## src/rtl/spi8_pkg.sv

```systemverilog
package spi8_pkg;
  localparam int unsigned BYTE_W     = 8;
  localparam int unsigned EDGE_TOTAL = 2 * BYTE_W;
  localparam int unsigned EDGE_W     = $clog2(EDGE_TOTAL);
  localparam int unsigned SMP_W      = $clog2(BYTE_W);

  typedef logic [BYTE_W-1:0] byte_t;

  // Bit that leaves the shifter next, for the selected order.
  function automatic logic head_bit(input byte_t v, input logic lsb_first);
    return lsb_first ? v[0] : v[BYTE_W-1];
  endfunction

  // Shifter contents after the head bit has been sent.
  function automatic byte_t drop_head(input byte_t v, input logic lsb_first);
    return lsb_first ? {1'b0, v[BYTE_W-1:1]} : {v[BYTE_W-2:0], 1'b0};
  endfunction

  // Receive register after one more sampled bit.
  function automatic byte_t push_bit(input byte_t v, input logic b, input logic lsb_first);
    return lsb_first ? {b, v[BYTE_W-1:1]} : {v[BYTE_W-2:0], b};
  endfunction

  // Terminal tick count of one half period; a zero divider acts as one.
  function automatic logic [31:0] half_limit(input logic [31:0] d);
    return (d == 32'd0) ? 32'd0 : d - 32'd1;
  endfunction
endpackage

```

## src/rtl/spi8_sync.sv

```systemverilog
module spi8_sync #(
  parameter int unsigned W      = 3,
  parameter int unsigned STAGES = 2,
  parameter logic [W-1:0] RST_VAL = '0
) (
  input  logic         clk,
  input  logic         rst_n,
  input  logic [W-1:0] d,
  output logic [W-1:0] q
);
  logic [STAGES-1:0][W-1:0] chain_q;

  always_ff @(posedge clk or negedge rst_n) begin
    if (!rst_n) chain_q <= {STAGES{RST_VAL}};
    else        chain_q <= {chain_q[STAGES-2:0], d};
  end

  assign q = chain_q[STAGES-1];
endmodule

```

## src/rtl/spi8_baud.sv

```systemverilog
module spi8_baud
  import spi8_pkg::*;
#(
  parameter int unsigned DIV_W = 8
) (
  input  logic              clk,
  input  logic              rst_n,
  input  logic              start,
  input  logic [DIV_W-1:0]  cfg_div,
  output logic              busy,
  output logic              strobe,
  output logic              last,
  output logic [EDGE_W-1:0] edge_idx
);
  logic [DIV_W-1:0]  tick_q;
  logic [DIV_W-1:0]  lim;
  logic [EDGE_W-1:0] cnt_q;
  logic              busy_q;

  assign lim      = DIV_W'(half_limit(32'(cfg_div)));
  assign strobe   = busy_q && (tick_q >= lim);
  assign last     = strobe && (cnt_q == EDGE_W'(EDGE_TOTAL - 1));
  assign busy     = busy_q;
  assign edge_idx = cnt_q;

  always_ff @(posedge clk or negedge rst_n) begin
    if (!rst_n) begin
      busy_q <= 1'b0;
      tick_q <= '0;
      cnt_q  <= '0;
    end else if (start && !busy_q) begin
      busy_q <= 1'b1;
      tick_q <= '0;
      cnt_q  <= '0;
    end else if (busy_q) begin
      if (strobe) begin
        tick_q <= '0;
        cnt_q  <= cnt_q + 1'b1;
        if (last) busy_q <= 1'b0;
      end else begin
        tick_q <= tick_q + 1'b1;
      end
    end
  end
endmodule

```

## src/rtl/spi8_shifter.sv

```systemverilog
module spi8_shifter
  import spi8_pkg::*;
(
  input  logic  clk,
  input  logic  rst_n,
  input  logic  load,
  input  byte_t load_val,
  input  logic  out_evt,
  input  logic  smp_evt,
  input  logic  smp_bit,
  input  logic  lsb_first,
  output logic  line_out,
  output byte_t rx_next
);
  byte_t sr_q, rx_q, base;
  logic  line_q;

  assign base     = load ? load_val : sr_q;
  assign rx_next  = push_bit(rx_q, smp_bit, lsb_first);
  assign line_out = line_q;

  always_ff @(posedge clk or negedge rst_n) begin
    if (!rst_n) begin
      sr_q   <= '0;
      rx_q   <= '0;
      line_q <= 1'b0;
    end else begin
      if (out_evt) begin
        line_q <= head_bit(base, lsb_first);
        sr_q   <= drop_head(base, lsb_first);
      end else if (load) begin
        sr_q <= load_val;
      end
      if (smp_evt) rx_q <= rx_next;
    end
  end
endmodule

```

## src/rtl/spi8_core.sv

```systemverilog
module spi8_core
  import spi8_pkg::*;
#(
  parameter int unsigned DIV_W       = 8,
  parameter int unsigned SYNC_STAGES = 2
) (
  input  logic             clk,
  input  logic             rst_n,
  input  logic             cfg_master,
  input  logic             cfg_cpol,
  input  logic             cfg_cpha,
  input  logic             cfg_lsb_first,
  input  logic             cfg_fault_en,
  input  logic             cfg_ssel_en,
  input  logic [DIV_W-1:0] cfg_div,
  input  logic             wr_en,
  input  logic [7:0]       wr_data,
  input  logic             rd_en,
  output logic [7:0]       rd_data,
  output logic             done_flag,
  output logic             sck_out,
  output logic             mosi_out,
  output logic             ssel_out_n,
  input  logic             miso_in,
  input  logic             sck_in,
  input  logic             ssel_in_n,
  input  logic             mosi_in,
  output logic             miso_out
);
  // Peripheral-side inputs brought into the system clock
  logic sck_s, ssn_s, mosi_s, sck_d, ssn_d;

  spi8_sync #(.W(3), .STAGES(SYNC_STAGES), .RST_VAL(3'b010)) u_sync (
    .clk(clk), .rst_n(rst_n),
    .d({sck_in, ssel_in_n, mosi_in}),
    .q({sck_s, ssn_s, mosi_s})
  );

  always_ff @(posedge clk or negedge rst_n) begin
    if (!rst_n) begin
      sck_d <= 1'b0;
      ssn_d <= 1'b1;
    end else begin
      sck_d <= sck_s;
      ssn_d <= ssn_s;
    end
  end

  // Named events used by logic and by the checker
  logic              s_sel, s_edge, s_sel_start, s_load;
  logic [EDGE_W-1:0] s_cnt_q;
  logic              m_start, m_busy, m_strobe, m_last;
  logic [EDGE_W-1:0] m_cnt;
  logic              edge_fire, edge_odd, out_evt, smp_evt, smp_bit, byte_end;
  logic [SMP_W-1:0]  smp_cnt_q;
  byte_t             rx_next, rd_q;
  logic              done_q, sck_q, ssel_q;

  assign s_sel       = !cfg_master && !ssn_s;
  assign s_edge      = s_sel && (sck_s != sck_d);
  assign s_sel_start = !cfg_master && ssn_d && !ssn_s;
  assign s_load      = !cfg_master && wr_en && (s_cnt_q == '0) && (cfg_cpha || !s_sel);
  assign m_start     = cfg_master && wr_en && !m_busy;

  always_ff @(posedge clk or negedge rst_n) begin
    if (!rst_n)      s_cnt_q <= '0;
    else if (!s_sel) s_cnt_q <= '0;
    else if (s_edge) s_cnt_q <= s_cnt_q + 1'b1;
  end

  spi8_baud #(.DIV_W(DIV_W)) u_baud (
    .clk(clk), .rst_n(rst_n), .start(m_start), .cfg_div(cfg_div),
    .busy(m_busy), .strobe(m_strobe), .last(m_last), .edge_idx(m_cnt)
  );

  // Edge numbering starts at 1, so an even count before the edge means an odd edge
  assign edge_fire = cfg_master ? m_strobe : s_edge;
  assign edge_odd  = cfg_master ? ~m_cnt[0] : ~s_cnt_q[0];
  assign out_evt   = (edge_fire && (edge_odd == cfg_cpha)) ||
                     (!cfg_cpha && (m_start || s_sel_start));
  assign smp_evt   = edge_fire && (edge_odd != cfg_cpha);
  assign smp_bit   = cfg_master ? miso_in : mosi_s;
  assign byte_end  = smp_evt && (smp_cnt_q == SMP_W'(BYTE_W - 1));

  spi8_shifter u_shift (
    .clk(clk), .rst_n(rst_n),
    .load(m_start || s_load), .load_val(wr_data),
    .out_evt(out_evt), .smp_evt(smp_evt), .smp_bit(smp_bit),
    .lsb_first(cfg_lsb_first), .line_out(mosi_out), .rx_next(rx_next)
  );
  assign miso_out = mosi_out;

  always_ff @(posedge clk or negedge rst_n) begin
    if (!rst_n) begin
      smp_cnt_q <= '0;
      done_q    <= 1'b0;
      rd_q      <= '0;
      sck_q     <= 1'b0;
      ssel_q    <= 1'b1;
    end else begin
      if (m_start || (!cfg_master && !s_sel)) smp_cnt_q <= '0;
      else if (smp_evt)                       smp_cnt_q <= smp_cnt_q + 1'b1;

      if (byte_end) begin
        done_q <= 1'b1;
        rd_q   <= rx_next;
      end else if (rd_en) begin
        done_q <= 1'b0;
      end

      if (!m_busy)       sck_q <= cfg_cpol;
      else if (m_strobe) sck_q <= ~sck_q;

      if (m_start)     ssel_q <= ~(cfg_fault_en && cfg_ssel_en);
      else if (m_last) ssel_q <= 1'b1;
    end
  end

  assign rd_data    = rd_q;
  assign done_flag  = done_q;
  assign sck_out    = sck_q;
  assign ssel_out_n = ssel_q;
endmodule

```

## config.mk

```make
export PLATFORM = sky130hd
export DESIGN_NAME = spi8_core
export DESIGN_NICKNAME = d
export VERILOG_FILES = /design/src/rtl/spi8_pkg.sv /design/src/rtl/spi8_sync.sv /design/src/rtl/spi8_baud.sv /design/src/rtl/spi8_shifter.sv /design/src/rtl/spi8_core.sv
export SDC_FILE = /design/constraint.sdc
export NUM_CORES = 1
export LEC_CHECK = 0
export ABC_AREA = 1
export BUFFER_PORTS_ARGS = -buffer_cell sky130_fd_sc_hd__buf_2
export CAP_MARGIN = 20
export CORE_UTILIZATION = 58
export DETAILED_ROUTE_END_ITERATION = 16
export HOLD_SLACK_MARGIN = 0.05
export PLACE_DENSITY = 0.8
export SYNTH_ARGS = -nofsm -noshare
export SYNTH_HDL_FRONTEND = slang
export SYNTH_SLANG_ARGS = --single-unit
```

## constraint.sdc

```tcl
create_clock -name clk -period 1.95 [get_ports clk]
set_input_delay 0.195 -clock clk [delete_from_list [all_inputs] [get_ports clk]]
set_output_delay 0.195 -clock clk [all_outputs]
set_load 0.02 [all_outputs]
```

==> metrics.md, run 1 <==
| Metric | Value |
|---|---|
| Reg2reg path depth | `15` |
| Vias per cell | `5.49` |
| I/O Pins | `43` |
| Most numerous cell in the Yosys netlist | `nand2_1` |
| Failing checks | `negative setup slack` |
| Sequential-to-total area share from yosys stat | `43.6%` |
| Post-Syn Area per Cell | `8.08 um2` |
| Synth warn | `0` |
| Starting DRT DRC Count | `209` |
| Main synth FF type | `dfrtp_1` |
| Sequential Area | `1410 um2` |
| Syn nets | `444` |
| Min-delay worst type | `in -> reg` |
| Final setup margin | `-137 ps` |
| Final setup fails | `32` |
| Post-Syn Instances | `399` |
| MaxCap Viol Count | `0` |
| Asr flop ratio synth | `100%` |
| Routed vias | `2994` |
| CTS tree | `done` |
| Final Util | `81.0%` |
| Worst setup SP type | `primary input` |
| Cell area after synthesis | `3220 um2` |
| N_diodes | `0` |
| Row count | `26` |
| Worst EP arrival | `2290 ps` |
| Routed wire length | `7.87 mm` |
| Area growth syn-to-layout | `31.6%` |
| Core ar. | `5240 um2` |
| EDFF count, synth | `0` |
| Hold slack | `52.0 ps` |
| Drt drc | `0` |
| Final slew viol count | `0` |
| Count of final hold-check violations | `0` |
| Post-route minimum period | `2090 ps` |
| Pre-CTS setup slack | `-499 ps` |
| Nets@finish | `519` |
| Share of layout cells above drive strength 1 | `36.2%` |
| Worst-path clk slew | `90 ps` |
| Area of the multi-input gates | `1930 um2` |
| Initial antenna violation count | `0` |
| Gr ovfl total | `0` |
| Critical path capture point type | `register` |
| Share of the synthesized area in the top cell type | `40.4%` |
| Required time of the critical path | `2150 ps` |
| VDD IR max | `0.732 mV` |
| Longest Clk Path Bufs | `2` |
| Root Driver | `clkbuf_8` |
| Post-synthesis cell type count | `43` |
| Largest net degree at the start of global routing | `24` |
| Status | `finished with violations` |
| Sum Neg Setup Slack | `-2160 ps` |
| Pre-antenna DRT Iters | `5` |
| Synth area leader | `dfrtp_1` |
| Design Area, Final | `4240 um2` |
| Largest fanout on the critical path | `6` |
| Final antenna-violating net count | `0` |
| Max Freq | `0.479 GHz` |
| First-pass GRT wire length | `12.9 mm` |
| Design Power | `3.91 mW` |
| Final Wtd Congestion | `0.847` |
| Synth area leaders | `dfrtp_1, nand2_1, ha_1, nand3_1, dfstp_2` |
| Wire per inst | `14.4 um` |
| Filler cells | `305` |
| Cell count of the worst hold path | `2` |
| Vias in the first global route | `2988` |
| Non-filler cells, final | `545` |
| Port bufs | `42` |
| Hpwl dp | `4.92 mm` |
| Initial core utilization | `61.6%` |
| Tightest Pin Transition | `541 ps` |
| GRT Util Overall | `27.7%` |
| Die ar. | `5860 um2` |
| Clock Sinks | `56` |
| # H-tree levels | `2` |
| Final period util | `107%` |
| Commonest cells post-synth | `nand2_1, dfrtp_1, nand3_1, inv_1, nor2_1` |
| Worst Skew | `5.76 ps` |
| P_leak | `2.27 nW` |
| Pwr Density | `921 nW/um2` |
| Crit path kind | `in -> reg` |
| Num CTS Buffers | `5` |
| RSZ-0062 raised after global routing | `yes` |
| Placed cell area | `3670 um2` |
| Die H | `76.6 um` |
| Die width | `76.6 um` |
| #FFs+latches synth | `56` |
| Worst-Skew Late Latency | `310 ps` |
| Slew margin rel. | `63.9%` |
| Placed cells | `519` |
worst max-delay path, stage by stage:
cell and delay [ps]:
buf_6 90, nor2_4 40, nand2_2 50, inv_2 40, buf_4 120, buf_4 120
or2_2 270, nand3_2 90, ha_4 200, nand2_2 90, nor2_4 50, nor2_2 80
nand2_1 70, nand2_2 80, nand2_4 60, nand3_4 70, nand2_4 70, buf_12 150
nand2_8 110, nand2_8 80, nand2_2 80, nand2_1 60
what timing repair did:
action	in CTS	in global routing
resized for setup	39	38
cloned	4	1
pin swaps	23	32
endpoints found under the setup margin	40	44
endpoints found under the hold margin	21	0
setup buffers	8	1
hold buffers	4	0
cell type report:
| type | instances | share of cell area (%) |
|---|---|---|
| clock buffers | 6 | 1.71 |
| clock inverters | 2 | 0.825 |
| well taps | 70 | 2.06 |
| flip-flops and latches | 56 | 33.1 |
| repair buffers | 76 | 13.1 |
| multi-input cells | 301 | 45.6 |
| inverters | 34 | 3.54 |
path summary, 6_finish.rpt:
path	start	to	slack [ps]
min	rd_en	done_flag$_DFFE_PN0P_	50
max in group asynchronous	rst_n	ssn_d$_DFF_PN1_	990
max	cfg_div[2]	u_shift.line_out$_DFFE_PN0P_	-140
max reg2reg	u_baud.tick_q[0]$_DFFE_PN0P_	u_shift.line_out$_DFFE_PN0P_	-30
min in group asynchronous	rst_n	sck_out$_DFFE_PN0P_	380
min reg2reg	u_sync.chain_q[2]$_DFF_PN0_	u_sync.q[2]$_DFF_PN0_	360
sequential cells by signal, indices dropped and copies added (netlist names):
signal,count
done_flag,1
rd_data,8
s_cnt_q,4
sck_d,1
sck_out,1
smp_cnt_q,3
ssel_out_n,1
ssn_d,1
u_baud.busy,1
u_baud.edge_idx,4
u_baud.tick_q,8
u_shift.line_out,1
u_shift.rx_q,8
u_shift.sr_q,8
u_sync.chain_q,3
u_sync.q,3
placed cells by master, fill, tap and decap left out, drive strengths merged:
cell type	count
a21oi	7
a22o	1
a31oi	1
buf	72
bufinv	1
clkbuf	6
clkinv	1
dfrtp	52
dfstp	4
dlygate4sd3	4
ha	15
inv	34
mux2i	1
nand2	170
nand3	32
nand4	14
nor2	23
nor3	2
nor3b	2
nor4	1
o211ai	1
o21a	1
o21ai	14
o22ai	2
o31ai	1
or2	4
xnor2	2
xor2	7
routing by layer:
| layer | vias to the layer above | global-route usage [%] | routed length (um) |
|---|---|---|---|
| met1 | 1406 | 33.5 | 3170 |
| met4 | 0 | 14.6 | 275 |
| li1 | 1431 | - | - |
| met5 | - | 0 | 0 |
| met2 | 124 | 47.0 | 4040 |
| met3 | 33 | 5.15 | 379 |
kinds of logic after synthesis:
| kind of cell | count (synthesis) | share of synthesized area, % |
|---|---|---|
| compound gates | 28 | 5.74 |
| fa+ha+maj | 15 | 5.82 |
| xor+xnor | 9 | 2.68 |
| buf+inv | 45 | 6.75 |
| flops | 56 | 43.6 |
| simple gates | 245 | 35.1 |
| mux | 1 | 0.310 |
report_power, final:
part           switching (mW)  internal, mW
Clock                   0.372         0.382
Sequential              0.189          1.40
Combinational           0.894         0.669
Note: power is estimated with default switching activity, not from simulation.
==> run 2: changes to the inputs <==
CORE_UTILIZATION = 60   (was 58)
CTS_BUF_LIST = sky130_fd_sc_hd__clkbuf_8   (was not set)
PLACE_DENSITY = 0.83   (was 0.8)
REMOVE_ABC_BUFFERS = 1   (was not set)
==> metrics.md, run 2 (synthesis results as in run 1) <==
| Metric | Value |
|---|---|
| Required time of the critical path | `2150 ps (about the same)` |
| Largest fanout on the critical path | `6 (unchanged)` |
| Routed vias | `3062 (+2.3%)` |
| CTS tree | `done` |
| Core ar. | `5140 um2 (-1.9%)` |
| Vias in the first global route | `2766 (-7.4%)` |
| Die width | `75.3 um (-1.6%)` |
| Gr ovfl total | `0 (unchanged)` |
| Final setup margin | `-157 ps (-19.7 ps)` |
| Longest Clk Path Bufs | `2 (unchanged)` |
| Global route hottest layer | `met2` |
| Vias per cell | `5.63 (+2.5%)` |
| Crit path kind | `in -> reg` |
| Tightest Pin Transition | `589 ps (+48.5 ps)` |
| Status | `finished with violations` |
| Routed wire length | `8.19 mm (+4.1%)` |
| Pre-antenna DRT Iters | `7 (+2)` |
| Initial core utilization | `62.7% (+1.2 points)` |
| CP Launch Point | `cfg_div[0]` |
| Starting DRT DRC Count | `304 (+45%)` |
| Worst-path clk slew | `110 ps (+20 ps)` |
| Global routing usage on met3 | `4.76% (-0.39 points)` |
| P_leak | `2.23 nW (-1.8%)` |
| Final antenna-violating net count | `0 (unchanged)` |
| Slew margin rel. | `60.7% (-3.2 points)` |
| Worst Skew | `13.0 ps (+7.27 ps)` |
| RSZ-0062 raised after global routing | `yes` |
| Initial antenna violation count | `0 (unchanged)` |
| Failing checks | `negative setup slack` |
| Pre-CTS setup slack | `-637 ps (-138 ps)` |
| Reg2reg path depth | `15 (unchanged)` |
| Die H | `75.3 um (-1.6%)` |
| Final Util | `83.0% (+1.9 points)` |
| MaxCap Viol Count | `0 (unchanged)` |
| Final Wtd Congestion | `0.853 (+0.72%)` |
| Grt met1 use | `34.5% (+1.0 points)` |
| Non-filler cells, final | `544 (-0.18%)` |
| Largest net degree at the start of global routing | `57 (+140%)` |
| Root Driver | `clkbuf_8` |
| Final slew viol count | `0 (unchanged)` |
| Die ar. | `5670 um2 (-3.3%)` |
| Num CTS Buffers | `5 (unchanged)` |
| Most frequent cells in the layout | `nand2_1, dfrtp_1, buf_2` |
| Hpwl dp | `4.87 mm (-1.1%)` |
| Pwr Density | `909 nW/um2 (-1.4%)` |
| Final period util | `108% (+1.0 points)` |
| Share of layout cells above drive strength 1 | `40.5% (+4.3 points)` |
| I/O Pins | `43 (unchanged)` |
| Port bufs | `42 (unchanged)` |
| Critical path capture point type | `register` |
| FF-to-FF Start | `u_baud.tick_q[0]$_DFFE_PN0P_` |
| Drt drc | `0 (unchanged)` |
| Nets@finish | `518 (-0.19%)` |
| R2R setup slack | `-10 ps (+20 ps)` |
| Worst-Skew Late Latency | `310 ps (about the same)` |
| Post-route minimum period | `2110 ps (+19.7 ps)` |
| Hold slack | `65.4 ps (+13.4 ps)` |
| N_diodes | `0 (unchanged)` |
| Grt met2 use | `52.5% (+5.5 points)` |
| Wire per inst | `15.1 um (+4.3%)` |
| VDD IR max | `0.492 mV (-33%)` |
| Area growth syn-to-layout | `32.2%` |
| Most common cell after layout, fill and taps aside | `nand2_1` |
| Row count | `26 (unchanged)` |
| Count of final hold-check violations | `0 (unchanged)` |
| First-pass GRT wire length | `12.4 mm (-3.6%)` |
| GRT Util Overall | `29.1% (+1.4 points)` |
| # H-tree levels | `2 (unchanged)` |
| Min-delay worst type | `in -> reg` |
| Placed cells | `521 (+0.39%)` |
| Clock Sinks | `56 (unchanged)` |
| CP endpoint | `u_shift.sr_q[6]$_DFF_PN0_` |
| R2r endpoint | `u_shift.sr_q[6]$_DFF_PN0_` |
| Final setup fails | `36 (+13%)` |
| Worst EP arrival | `2310 ps (+20 ps)` |
| Sum Neg Setup Slack | `-3300 ps (-1140 ps)` |
| Worst setup SP type | `primary input` |
| Max Freq | `0.475 GHz (-0.94%)` |
==> run 2: where the power goes <==
group | internal [mW] | switching [mW]
logic | 0.691 | 0.930
registers | 1.40 | 0.212
clock network | 0.254 | 0.382
total | 2.35 | 1.52
==> run 2: what timing repair did <==
action,CTS,global route
hold buffers,4,0
pin swaps,18,31
setup endpoints to repair,43,43
gates resized for setup,55,67
gates cloned,4,0
hold endpoints to repair,55,0
setup buffers,4,3
==> run 2: worst min path at each step <==
| stage | cells past startpoint | slack [ps] | from | end |
|---|---|---|---|---|
| finish | 2 | 70 | rd_en | done_flag$_DFFE_PN0P_ |
| global route | 2 | 50 | rd_en | done_flag$_DFFE_PN0P_ |
| CTS | 2 | 100 | rd_en | done_flag$_DFFE_PN0P_ |
| detailed placement | 2 | 220 | rst_n | u_shift.sr_q[0]$_DFF_PN0_ |
| global placement | 2 | 210 | rst_n | u_shift.sr_q[1]$_DFF_PN0_ |
| floorplan | 0 | -100 | rst_n | done_flag$_DFFE_PN0P_ |
==> run 2: worst max-delay path, stage by stage <==
cell	delay (ps)
buf_6	100
inv_4	60
ha_4	130
nand2_2	60
inv_2	70
nand2_4	60
nor3_4	170
inv_2	100
nand3_2	100
ha_4	210
nand2_2	70
nor2_1	40
nor2_1	90
nand2_1	60
nand2_2	70
nand2_2	70
nand3_2	90
nand2_4	80
buf_6	140
nand2_8	100
nand2_8	80
nand2_2	90
nand2_1	60
==> run 2: stage by stage <==
step / total power [mW] / instance area, um2
2_1_floorplan: 2.40 / 3140
3_3_place_gp: 2.75 / 3610
3_5_place_dp: 2.82 / 3610
4_1_cts: 3.63 / 4020
5_1_grt: 4.11 / 4260
6_report: 3.87 / 4260
==> run 2: layer usage <==
metal | up-vias | share of wire, %
met1 | 1455 | 40
met2 | 141 | 52
met3 | 36 | 5.0
li1 | 1430 | -
met5 | - | 0
met4 | 0 | 3.3
==> run 2: cell type report <==
cell class	count	area (um2)
clock buffers	5	68.8
clock inverters	3	20.0
fillers	289	876
inverters	34	145
multi-input cells	301	2000
flip-flops and latches	56	1410
well taps	70	87.6
repair buffers	75	541
